**config.mk**
```make
export PLATFORM = sky130hd
export DESIGN_NAME = icap_unit
export DESIGN_NICKNAME = d
export VERILOG_FILES = /design/src/rtl/icap_pkg.sv /design/src/rtl/icap_timebase.sv /design/src/rtl/icap_edge.sv /design/src/rtl/icap_unit.sv
export SDC_FILE = /design/constraint.sdc
export NUM_CORES = 1
export LEC_CHECK = 0
export ABC_AREA = 1
export ABC_CLOCK_PERIOD_IN_PS = 3450
export BUFFER_PORTS_ARGS = -buffer_cell sky130_fd_sc_hd__buf_2
export CORE_MARGIN = 3
export CORE_UTILIZATION = 60
export CTS_CLUSTER_DIAMETER = 100
export DETAILED_ROUTE_END_ITERATION = 8
export PLACE_DENSITY = 0.93
export SYNTH_ARGS = -nofsm -noshare
export SYNTH_HDL_FRONTEND = slang
export SYNTH_SLANG_ARGS = --single-unit
```
**constraint.sdc**
```tcl
create_clock -name clk -period 3.45 [get_ports clk]
set_input_delay 0.69 -clock clk [delete_from_list [all_inputs] [get_ports clk]]
set_output_delay 0.69 -clock clk [all_outputs]
set_load 0.02 [all_outputs]
```
**src/rtl/icap_pkg.sv**
```systemverilog
package icap_pkg;

  localparam int CTL_W = 8;

  typedef struct packed {
    logic [3:0] mode;
    logic       wide;
    logic [1:0] psc;
    logic       en;
  } icap_ctl_t;

  localparam logic [3:0] MD_BOTH_A = 4'd0;
  localparam logic [3:0] MD_RISE   = 4'd1;
  localparam logic [3:0] MD_FALL   = 4'd2;
  localparam logic [3:0] MD_BOTH_B = 4'd3;
  localparam logic [3:0] MD_NTH_A  = 4'd4;
  localparam logic [3:0] MD_NTH_B  = 4'd5;

endpackage

```
**src/rtl/icap_timebase.sv**
```systemverilog
module icap_timebase #(
  parameter int TB_W     = 32,
  parameter int NARROW_W = 16,
  parameter int PS_W     = 6
) (
  input  logic            clk,
  input  logic            rst,
  input  logic            en,
  input  logic            wide,
  input  logic [1:0]      psc,
  output logic [TB_W-1:0] count
);

  logic [PS_W-1:0] pc_q;
  logic [PS_W-1:0] lim;
  logic            tick;
  logic [TB_W-1:0] cnt_q;
  logic [TB_W-1:0] cnt_nxt;

  // divider is 4^psc, terminal prescale count is that minus one
  always_comb begin
    lim  = PS_W'((1 << (2 * int'(psc))) - 1);
    tick = (pc_q >= lim);
  end

  always_comb begin
    cnt_nxt = cnt_q + TB_W'(1);
    if (!wide) cnt_nxt[TB_W-1:NARROW_W] = '0;
  end

  always_ff @(posedge clk) begin
    if (rst || !en) begin
      pc_q  <= '0;
      cnt_q <= '0;
    end else begin
      pc_q <= tick ? '0 : pc_q + PS_W'(1);
      if (tick) cnt_q <= cnt_nxt;
    end
  end

  assign count = cnt_q;

  a_r2_idle_zero: assert property (@(posedge clk) disable iff (rst)
    !en |=> cnt_q == '0);

  a_r3_hold_between_ticks: assert property (@(posedge clk) disable iff (rst)
    (en && !tick) |=> $stable(cnt_q));

endmodule

```
**src/rtl/icap_edge.sv**
```systemverilog
module icap_edge #(
  parameter int SYNC_N = 2,
  parameter int DIV_A  = 4,
  parameter int DIV_B  = 16
) (
  input  logic       clk,
  input  logic       rst,
  input  logic       en,
  input  logic       clr,
  input  logic [3:0] mode,
  input  logic       din,
  output logic       hit
);
  import icap_pkg::*;

  localparam int DW = $clog2(DIV_B) + 1;

  logic [SYNC_N:0] sh_q;
  logic            rise;
  logic            fall;
  logic [DW-1:0]   dcnt_q;
  logic            nth_mode;
  logic [DW-1:0]   dlast;

  // synchronizer stages plus one history flop for edge detection
  genvar gi;
  generate
    for (gi = 0; gi <= SYNC_N; gi++) begin : g_sync
      always_ff @(posedge clk) begin
        if (rst) sh_q[gi] <= 1'b0;
        else if (gi == 0) sh_q[gi] <= din;
        else sh_q[gi] <= sh_q[(gi > 0) ? gi - 1 : 0];
      end
    end
  endgenerate

  always_comb begin
    rise     = sh_q[SYNC_N-1] & ~sh_q[SYNC_N];
    fall     = ~sh_q[SYNC_N-1] & sh_q[SYNC_N];
    nth_mode = (mode == MD_NTH_A) || (mode == MD_NTH_B);
    dlast    = (mode == MD_NTH_A) ? DW'(DIV_A - 1) : DW'(DIV_B - 1);
  end

  always_comb begin
    case (mode)
      MD_BOTH_A, MD_BOTH_B: hit = rise | fall;
      MD_RISE:              hit = rise;
      MD_FALL:              hit = fall;
      MD_NTH_A, MD_NTH_B:   hit = rise && (dcnt_q == dlast);
      default:              hit = 1'b0;
    endcase
    if (!en) hit = 1'b0;
  end

  always_ff @(posedge clk) begin
    if (rst || clr || !en) dcnt_q <= '0;
    else if (rise && nth_mode) dcnt_q <= (dcnt_q == dlast) ? '0 : dcnt_q + DW'(1);
  end

  a_r7_div_range: assert property (@(posedge clk) disable iff (rst)
    dcnt_q < DW'(DIV_B));

  a_r5_hit_needs_edge: assert property (@(posedge clk) disable iff (rst)
    hit |-> (rise || fall));

endmodule

```
**src/rtl/icap_unit.sv**
```systemverilog
module icap_unit #(
  parameter int TB_W     = 32,
  parameter int NARROW_W = 16,
  parameter int SYNC_N   = 2
) (
  input  logic            clk,
  input  logic            rst,
  input  logic            ctl_we,
  input  logic [7:0]      ctl_wdata,
  output logic [7:0]      ctl_rdata,
  input  logic            cap_in,
  output logic [TB_W-1:0] tb_count,
  output logic [TB_W-1:0] cap_value,
  output logic            cap_flag
);
  import icap_pkg::*;

  localparam logic [TB_W-1:0] NMASK = TB_W'((64'(1) << NARROW_W) - 64'(1));

  icap_ctl_t       ctl_q;
  icap_ctl_t       ctl_w;
  logic            mode_chg;
  logic            hit;
  logic [TB_W-1:0] count;
  logic [TB_W-1:0] cap_q;
  logic            flag_q;
  logic            resv;

  always_comb begin
    ctl_w    = icap_ctl_t'(ctl_wdata);
    mode_chg = ctl_we && (ctl_w.mode != ctl_q.mode);
    resv     = ctl_q.mode[3] || (ctl_q.mode[2:1] == 2'b11);
  end

  always_ff @(posedge clk) begin
    if (rst) ctl_q <= '0;
    else if (ctl_we) ctl_q <= ctl_w.en ? ctl_w : '0;
  end

  icap_timebase #(.TB_W(TB_W), .NARROW_W(NARROW_W), .PS_W(6)) u_tb (
    .clk(clk), .rst(rst), .en(ctl_q.en), .wide(ctl_q.wide),
    .psc(ctl_q.psc), .count(count)
  );

  icap_edge #(.SYNC_N(SYNC_N), .DIV_A(4), .DIV_B(16)) u_edge (
    .clk(clk), .rst(rst), .en(ctl_q.en), .clr(mode_chg),
    .mode(ctl_q.mode), .din(cap_in), .hit(hit)
  );

  always_ff @(posedge clk) begin
    if (rst) begin
      cap_q  <= '0;
      flag_q <= 1'b0;
    end else begin
      flag_q <= hit;
      if (hit) cap_q <= count;
    end
  end

  assign ctl_rdata = ctl_q;
  assign tb_count  = ctl_q.wide ? count : (count & NMASK);
  assign cap_value = ctl_q.wide ? cap_q : (cap_q & NMASK);
  assign cap_flag  = flag_q;

  a_r2_off_clears: assert property (@(posedge clk) disable iff (rst)
    (ctl_we && !ctl_wdata[0]) |=> ctl_q == '0);

  a_r8_reserved_quiet: assert property (@(posedge clk) disable iff (rst)
    resv |=> !flag_q);

  a_r9_capture_value: assert property (@(posedge clk) disable iff (rst)
    flag_q |-> cap_q == $past(count));

endmodule

```
==> impl_metrics.toml, run 1 <==
[sta]
setup-tns-final_ns = 0
holdWs_ns = 0.418
skew_ns = 0.00877
period_share_pct = 71.3
drv_slew = 0
worstMarginPinSlew_ns = 1.04
finalSetupViolations = 0
slew_headroom_pct = 30.6
setup_slack_ns = 0.991
hold_viol_final = 0
fmax_ghz = 0.407
rsz0062_at_grt = "no"
period_needed_ns = 2.46

[yosys]
ys_seq_area_share_pct = 37.3
yosys_warnings = 0
yosys-top-cells-area = "dfxtp_1 37%, nand2_1 12%, inv_1 8.1%, a21oi_1 6.1%, nand3_1 5.7%"
syn_avg_cell_area_sq_um = 7.04
syn-cell-area_sq_um = 4660
ys_ff_latch = 87
synth-edff-count = 0
async_flop_share_pct = 0
synth_cell_types = 35
yosys.area.top_type = "dfxtp_1"
synth-main-ff-cell = "dfxtp_1"
synth_nets = 686
yosys.area.top_type_share_pct = 37.3
synthCells = 663

[clock_tree]
clock_latency_ns = 0.36
hold_buffers = 0
cts-buffers-inserted = 9
htree_levels = 3
clock-sinks = 87
root_buffer = "clkbuf_8"
cts_tree = "built"
cts_resized = 0
cts.path.max_buffers = 2
post_cts_buffers = 0
clk_pin_slew_worst_paths_ns = 0.08

[worst_setup_path]
cp.arrival_ns = 1.77
start_kind = "flip-flop"
regToRegStartpoint = "ctl_rdata[2]"
r2r_cells = 9
critPathMaxFanout = 34
rrSetupSlack_ns = 1.09
cp.required_ns = 2.76
crit_type = "flip-flop to primary output"
r2r-end = "u_tb.count[18]"
setup.worst_path.end_class = "primary output"

[status]
status = "finished clean"

[die]
top_level_ports = 85
die_area_sq_um = 8870
core-area_sq_um = 7410
rows = 31
chipHeight_microns = 94.2
initial_utilization_pct = 63.0
die_w_microns = 94.2

[place]
place_area_sq_um = 4810
globalplace.congestion = 0.841
io_buffers = 84
dp.cells = 790
dp_slack_ns = 1.11
dp_hpwl_microns = 7550

[detailed_routing]
num_vias = 4261
drt_iter0_markers = 251
finalWirelength_microns = 10400
antenna_left = 0
viasPerCell = 5.29
dr.pass1.iters = 5
drc = 0
wire_per_inst_microns = 13.0

[worst_hold_path]
hold_depth = 2
min-delay-start = "u_edge.sh_q[0]"
whs_endpoint = "u_edge.sh_q[1]"
worstHoldPathType = "flip-flop to flip-flop"

[cells_and_area]
fin_nets = 725
diodes = 0
instances_no_fill = 806
drive_above_1_share_pct = 18.4
fill_cells = 610
area_growth_syn_to_layout_pct = 7.94
finalInstanceArea_sq_um = 5030
seqCellArea_sq_um = 1740
multi_input_area_sq_um = 2120

[power]
peakVddDrop_v = 0.000225
power_density_nw_per_um2 = 382
p_leak_uw = 0.00229

[global_route]
first_global_vias = 3982
grt_pass1_wl_microns = 17500
overflow = 0
grt_use_total_pct = 24.4
grt_max_degree = 44
antenna_found_initial = 0

[flow_run]
cap_viol_max_count = 0
registers in the layout (all words and copies together), names as in the netlist:
| register | count |
|---|---|
| cap_q | 32 |
| u_tb.count | 32 |
| ctl_rdata | 8 |
| u_tb.pc_q | 6 |
| u_edge.dcnt_q | 5 |
| u_edge.sh_q | 3 |
| cap_flag | 1 |
how the worst max path moves through the flow:
stage            startpoint        endpoint  slack (ns)  cells after the start
6_report       ctl_rdata[3]    tb_count[19]        0.99                      3
4_1_cts        ctl_rdata[3]    tb_count[19]        0.98                      3
2_1_floorplan  ctl_rdata[2]   u_tb.count[5]        1.58                     11
3_3_place_gp   ctl_rdata[2]  u_tb.count[18]        1.21                      9
3_5_place_dp   ctl_rdata[1]  u_tb.count[18]        1.11                      9
5_1_grt        ctl_rdata[3]    tb_count[19]        0.78                      3
cell usage after synthesis, types with 2 or more instances:
library cell,count
nand2_1,144
xor2_1,8
nand3_1,53
o21ai_0,13
inv_1,101
a21oi_1,57
nand2_2,6
buf_2,8
buf_8,3
o21ai_1,5
nor2_4,5
ha_1,11
nor2_2,5
nand3_2,3
buf_4,34
o32ai_1,5
xnor2_1,6
buf_6,3
nor2_1,60
dfxtp_1,87
nand2_8,2
inv_2,3
clkbuf_1,10
nand4_1,10
nor3_1,11
power by group:
group          switching [uW]  internal (uW)  total [uW]  leakage, uW
combinational            83.7           30.6         114      0.00148
sequential               13.3           1010        1020     0.000702
clock                     359            428         787     0.000110
final cells by class:
type                    count  area share (%)
clock inverters             5            1.62
flip-flops and latches     87            34.6
repair buffers             86            8.65
inverters                 104            7.75
clock buffers              11            2.81
well taps                  99            2.46
multi-input cells         414            42.1
logic make-up (layout without fill, tap and decap cells):
group | Yosys count | in the layout | synth area share [%]
adder cells (fa/ha/maj) | 11 | 11 | 2.95
AO/OA/AOI/OAI | 84 | 84 | 9.63
XOR/XNOR | 14 | 14 | 2.63
flip-flops | 87 | 87 | 37.3
buffers and inverters | 162 | 206 | 17.2
AND/OR/NAND/NOR | 305 | 305 | 30.3
critical path: stages, from the launching register on:
cell and delay [ns]:
dfxtp_1 1.01, nand2_1 0.15, inv_1 0.09, buf_2 0.16
routing by layer:
metal	vias to the layer above	share of wire (%)	wire [microns]	track usage (%)
met4	0	2.1	216	10.3
met5	-	0	0	0
met2	158	49	5150	42.6
met1	1943	42	4430	29.6
met3	24	6.3	654	3.69
li1	2136	-	-	-
cell usage in the layout (no fill, tap or decap), drive strengths merged, types with 2 or more instances in the layout:
cell / instances
ha: 11
nand2: 153
dfxtp: 87
buf: 86
o21ai: 18
nand3: 57
bufinv: 2
xor2: 8
nor2: 71
o32ai: 5
inv: 104
nor3: 11
clkbuf: 11
clkinv: 2
a21oi: 58
nand4: 10
xnor2: 6
stage by stage:
| stage | total power (uW) | util [%] |
|---|---|---|
| 2_1_floorplan | 1140 | - |
| 3_3_place_gp | 1160 | 65.0 |
| 3_5_place_dp | 1160 | 65.0 |
| 4_1_cts | 1930 | 68.0 |
| 5_1_grt | 1990 | 68.0 |
| 6_report | 1920 | 68.0 |
Power figures use the tool's default switching activity.
==> run 2: changes to the inputs <==
ABC_AREA = 0   (was 1)
ABC_CLOCK_PERIOD_IN_PS = 2300   (was 3450)
CORE_UTILIZATION = 56   (was 60)
PLACE_DENSITY = 0.88   (was 0.93)
clock period = 2.3 ns   (was 3.45 ns; I/O delays follow)
==> run 2 against run 1 <==
- setup slack lost 0.98 ns
- critical path depth rose by 5
- synthesized cell count fell by 22%
- area after synthesis grew 0.43%
==> impl_metrics.toml, run 2 <==
[global_route]
first_global_vias = 3939
grt_use_total_pct = 23.0
grt_max_degree = 43
grt_pass1_wl_microns = 18300
overflow = 0
antenna_found_initial = 1

[worst_setup_path]
cp.required_ns = 2.60
max_stage_delay_ns = 0.55
rrSetupSlack_ns = 0.01
start_kind = "flip-flop"
critPathMaxFanout = 26
crit_type = "flip-flop to flip-flop"
setup.worst_path.end_class = "flip-flop"
worst_path_max_delay_cell = "or4_1"
crit_chain = "or2_2 -> ha_1 -> nand2b_1 -> a21oi_1 -> o21ba_4 -> buf_6 -> or4_1 -> a21oi_2"
cp.arrival_ns = 2.58

[sta]
hold_viol_final = 0
setup-tns-final_ns = 0
skew_ns = 0.0157
drv_slew = 0
worstMarginPinSlew_ns = 0.817
period_needed_ns = 2.29
rsz0062_at_grt = "yes"
period_share_pct = 99.4
finalSetupViolations = 0
setup_slack_ns = 0.0133
fmax_ghz = 0.437
slew_headroom_pct = 45.5

[detailed_routing]
antenna_left = 0
wire_per_inst_microns = 16.6
drt_iter0_markers = 205
finalWirelength_microns = 11200
dr.pass1.iters = 5
drc = 0
viasPerCell = 5.84
num_vias = 3947

[power]
peakVddDrop_v = 0.000442
p_leak_uw = 0.00199
p_sw_uw = 689
clkPwrFrac_pct = 40.7
pwr-share-seq_pct = 52.1
power_density_nw_per_um2 = 559
p_int_uw = 2240
power.total_uw = 2930
power_frac_comb_pct = 7.2
sw_frac_of_total_pct = 23.5

[yosys]
yosys-top-cells-area = "dfxtp_1 37%, nand2b_1 8.7%, mux2i_1 7.7%, buf_4 6.1%, and2_1 4.5%"
syn-cell-area_sq_um = 4680
synth_top_family_by_area = "simple AND/OR/NAND/NOR gates"
ys_ff_latch = 87
synth_cell_types = 44
async_flop_share_pct = 0
synthTopCellsByCount = "87 x dfxtp_1, 65 x nand2b_1, 38 x buf_4, 36 x mux2i_1, 34 x and2_1"
synth_adder_area_share_pct = 2.94
synth-compound-area-share_pct = 10.5
synth-main-ff-cell = "dfxtp_1"
yosys.area.top_type_share_pct = 37.2
yosys.area.top_type = "dfxtp_1"
ys_seq_area_share_pct = 37.2
synthCells = 520
synth-edff-count = 0
synth_xor_xnor_area_share_pct = 2.43
syn_avg_cell_area_sq_um = 9.01
synth.most_common_cell = "dfxtp_1"
yosys_warnings = 0
yosys.area_share.simple_pct = 28.5
synth_nets = 543
synthMuxAreaShare_pct = 7.69

[cells_and_area]
fill_cells = 588
fin_util_pct = 66.0
area_growth_syn_to_layout_pct = 11.8
layout_common_cells = "86 x dfxtp_1, 84 x buf_2, 65 x nand2b_1"
fin_nets = 592
drive_above_1_share_pct = 25.1
layout_commonest_cell = "dfxtp_1"

[die]
initial_utilization_pct = 59.1
die_area_sq_um = 9500
core-area_sq_um = 7930
top_level_ports = 85
die_w_microns = 97.5
chipHeight_microns = 97.5
rows = 32

[clock_tree]
cts_tree = "built"
clock_latency_ns = 0.37
cts.path.max_buffers = 2
clk_pin_slew_worst_paths_ns = 0.09
post_cts_buffers = 0
root_buffer = "clkbuf_8"
hold_buffers = 0
clock-sinks = 87
htree_levels = 3
cts-buffers-inserted = 9

[place]
io_buffers = 84
globalplace.congestion = 0.857
dp_slack_ns = -0.122
dp_hpwl_microns = 7520

[flow_run]
cap_viol_max_count = 0

[status]
status = "finished clean"

[worst_hold_path]
worstHoldPathType = "input port to flip-flop"
-- run 2: cell types whose count changed after synthesis, sizes merged, moves of 36 or more --
cell / change
nand2: -137
inv: -94
nand2b: +65
nor2: -47
nand3: -43
mux2i: +36
-- run 2: repair_timing --
action                     CTS  global route
gates resized for setup      5            21
pin swaps                    0             6
setup endpoints to repair   21            21
-- run 2: final timing paths --
path / cells past startpoint / from / endpoint
hold / removal: 2 / cap_in / u_edge.sh_q[0]
hold reg to reg: 1 / u_edge.sh_q[0] / u_edge.sh_q[1]
setup reg to reg: 8 / ctl_rdata[2] / u_tb.count[21]
setup / recovery: 8 / ctl_rdata[2] / u_tb.count[21]
-- run 2: final cells by class --
| class | count | area [sq um] | area share (%) |
|---|---|---|---|
| diodes | 1 | 2.50 | 0.0478 |
| clock buffers | 10 | 138 | 2.63 |
| clock inverters | 5 | 82.6 | 1.58 |
| inverters | 10 | 37.5 | 0.717 |
| multi-input cells | 359 | 2520 | 48.1 |
| flip-flops and latches | 87 | 1740 | 33.3 |
| well taps | 102 | 128 | 2.44 |
| repair buffers | 102 | 588 | 11.2 |
-- run 2: metrics by stage --
stage	instances	cell area, sq um	hold slack [ns]
after global routing	676	5240	0.335
after floorplan	520	4690	0.414
after detailed placement	660	4920	0.438
after CTS	675	5150	0.347
final	676	5240	0.328
after global placement	660	4920	0.428
-- run 2: kinds of logic (layout without fill, tap and decap cells) --
family          after synthesis  count (layout)
flops                        87              87
fa+ha+maj                    11              11
mux                          36              36
other cells                   0               1
xor+xnor                     13              13
compound gates               78              78
buf+inv                      74             127
simple gates                221             221
-- run 2: critical path: cells and delay by family, from the launching register on --
kind                       cells  cell delay [ns]
buffers and inverters          1             0.17
adders and majority gates      1             0.27
and+or+nand+nor                3             0.94
DFF                            1             0.35
AOI/OAI and AO/OA              3             0.48
-- run 2: power by group through the flow --
stage | combinational [uW] | clock (uW) | sequential [uW]
floorplan | 149 | 0 | 1560
global placement | 179 | 0 | 1560
detailed placement | 188 | 0 | 1560
CTS | 196 | 1180 | 1520
global route | 226 | 1260 | 1530
finish | 210 | 1190 | 1530
-- run 2: routing by layer --
layer	GRT usage (%)	share of wire [%]	vias up
li1	-	-	1883
met1	27.1	40	1860
met2	39.5	50	166
met3	5.24	6.5	38
met4	10.8	3.2	0
met5	0	0	-
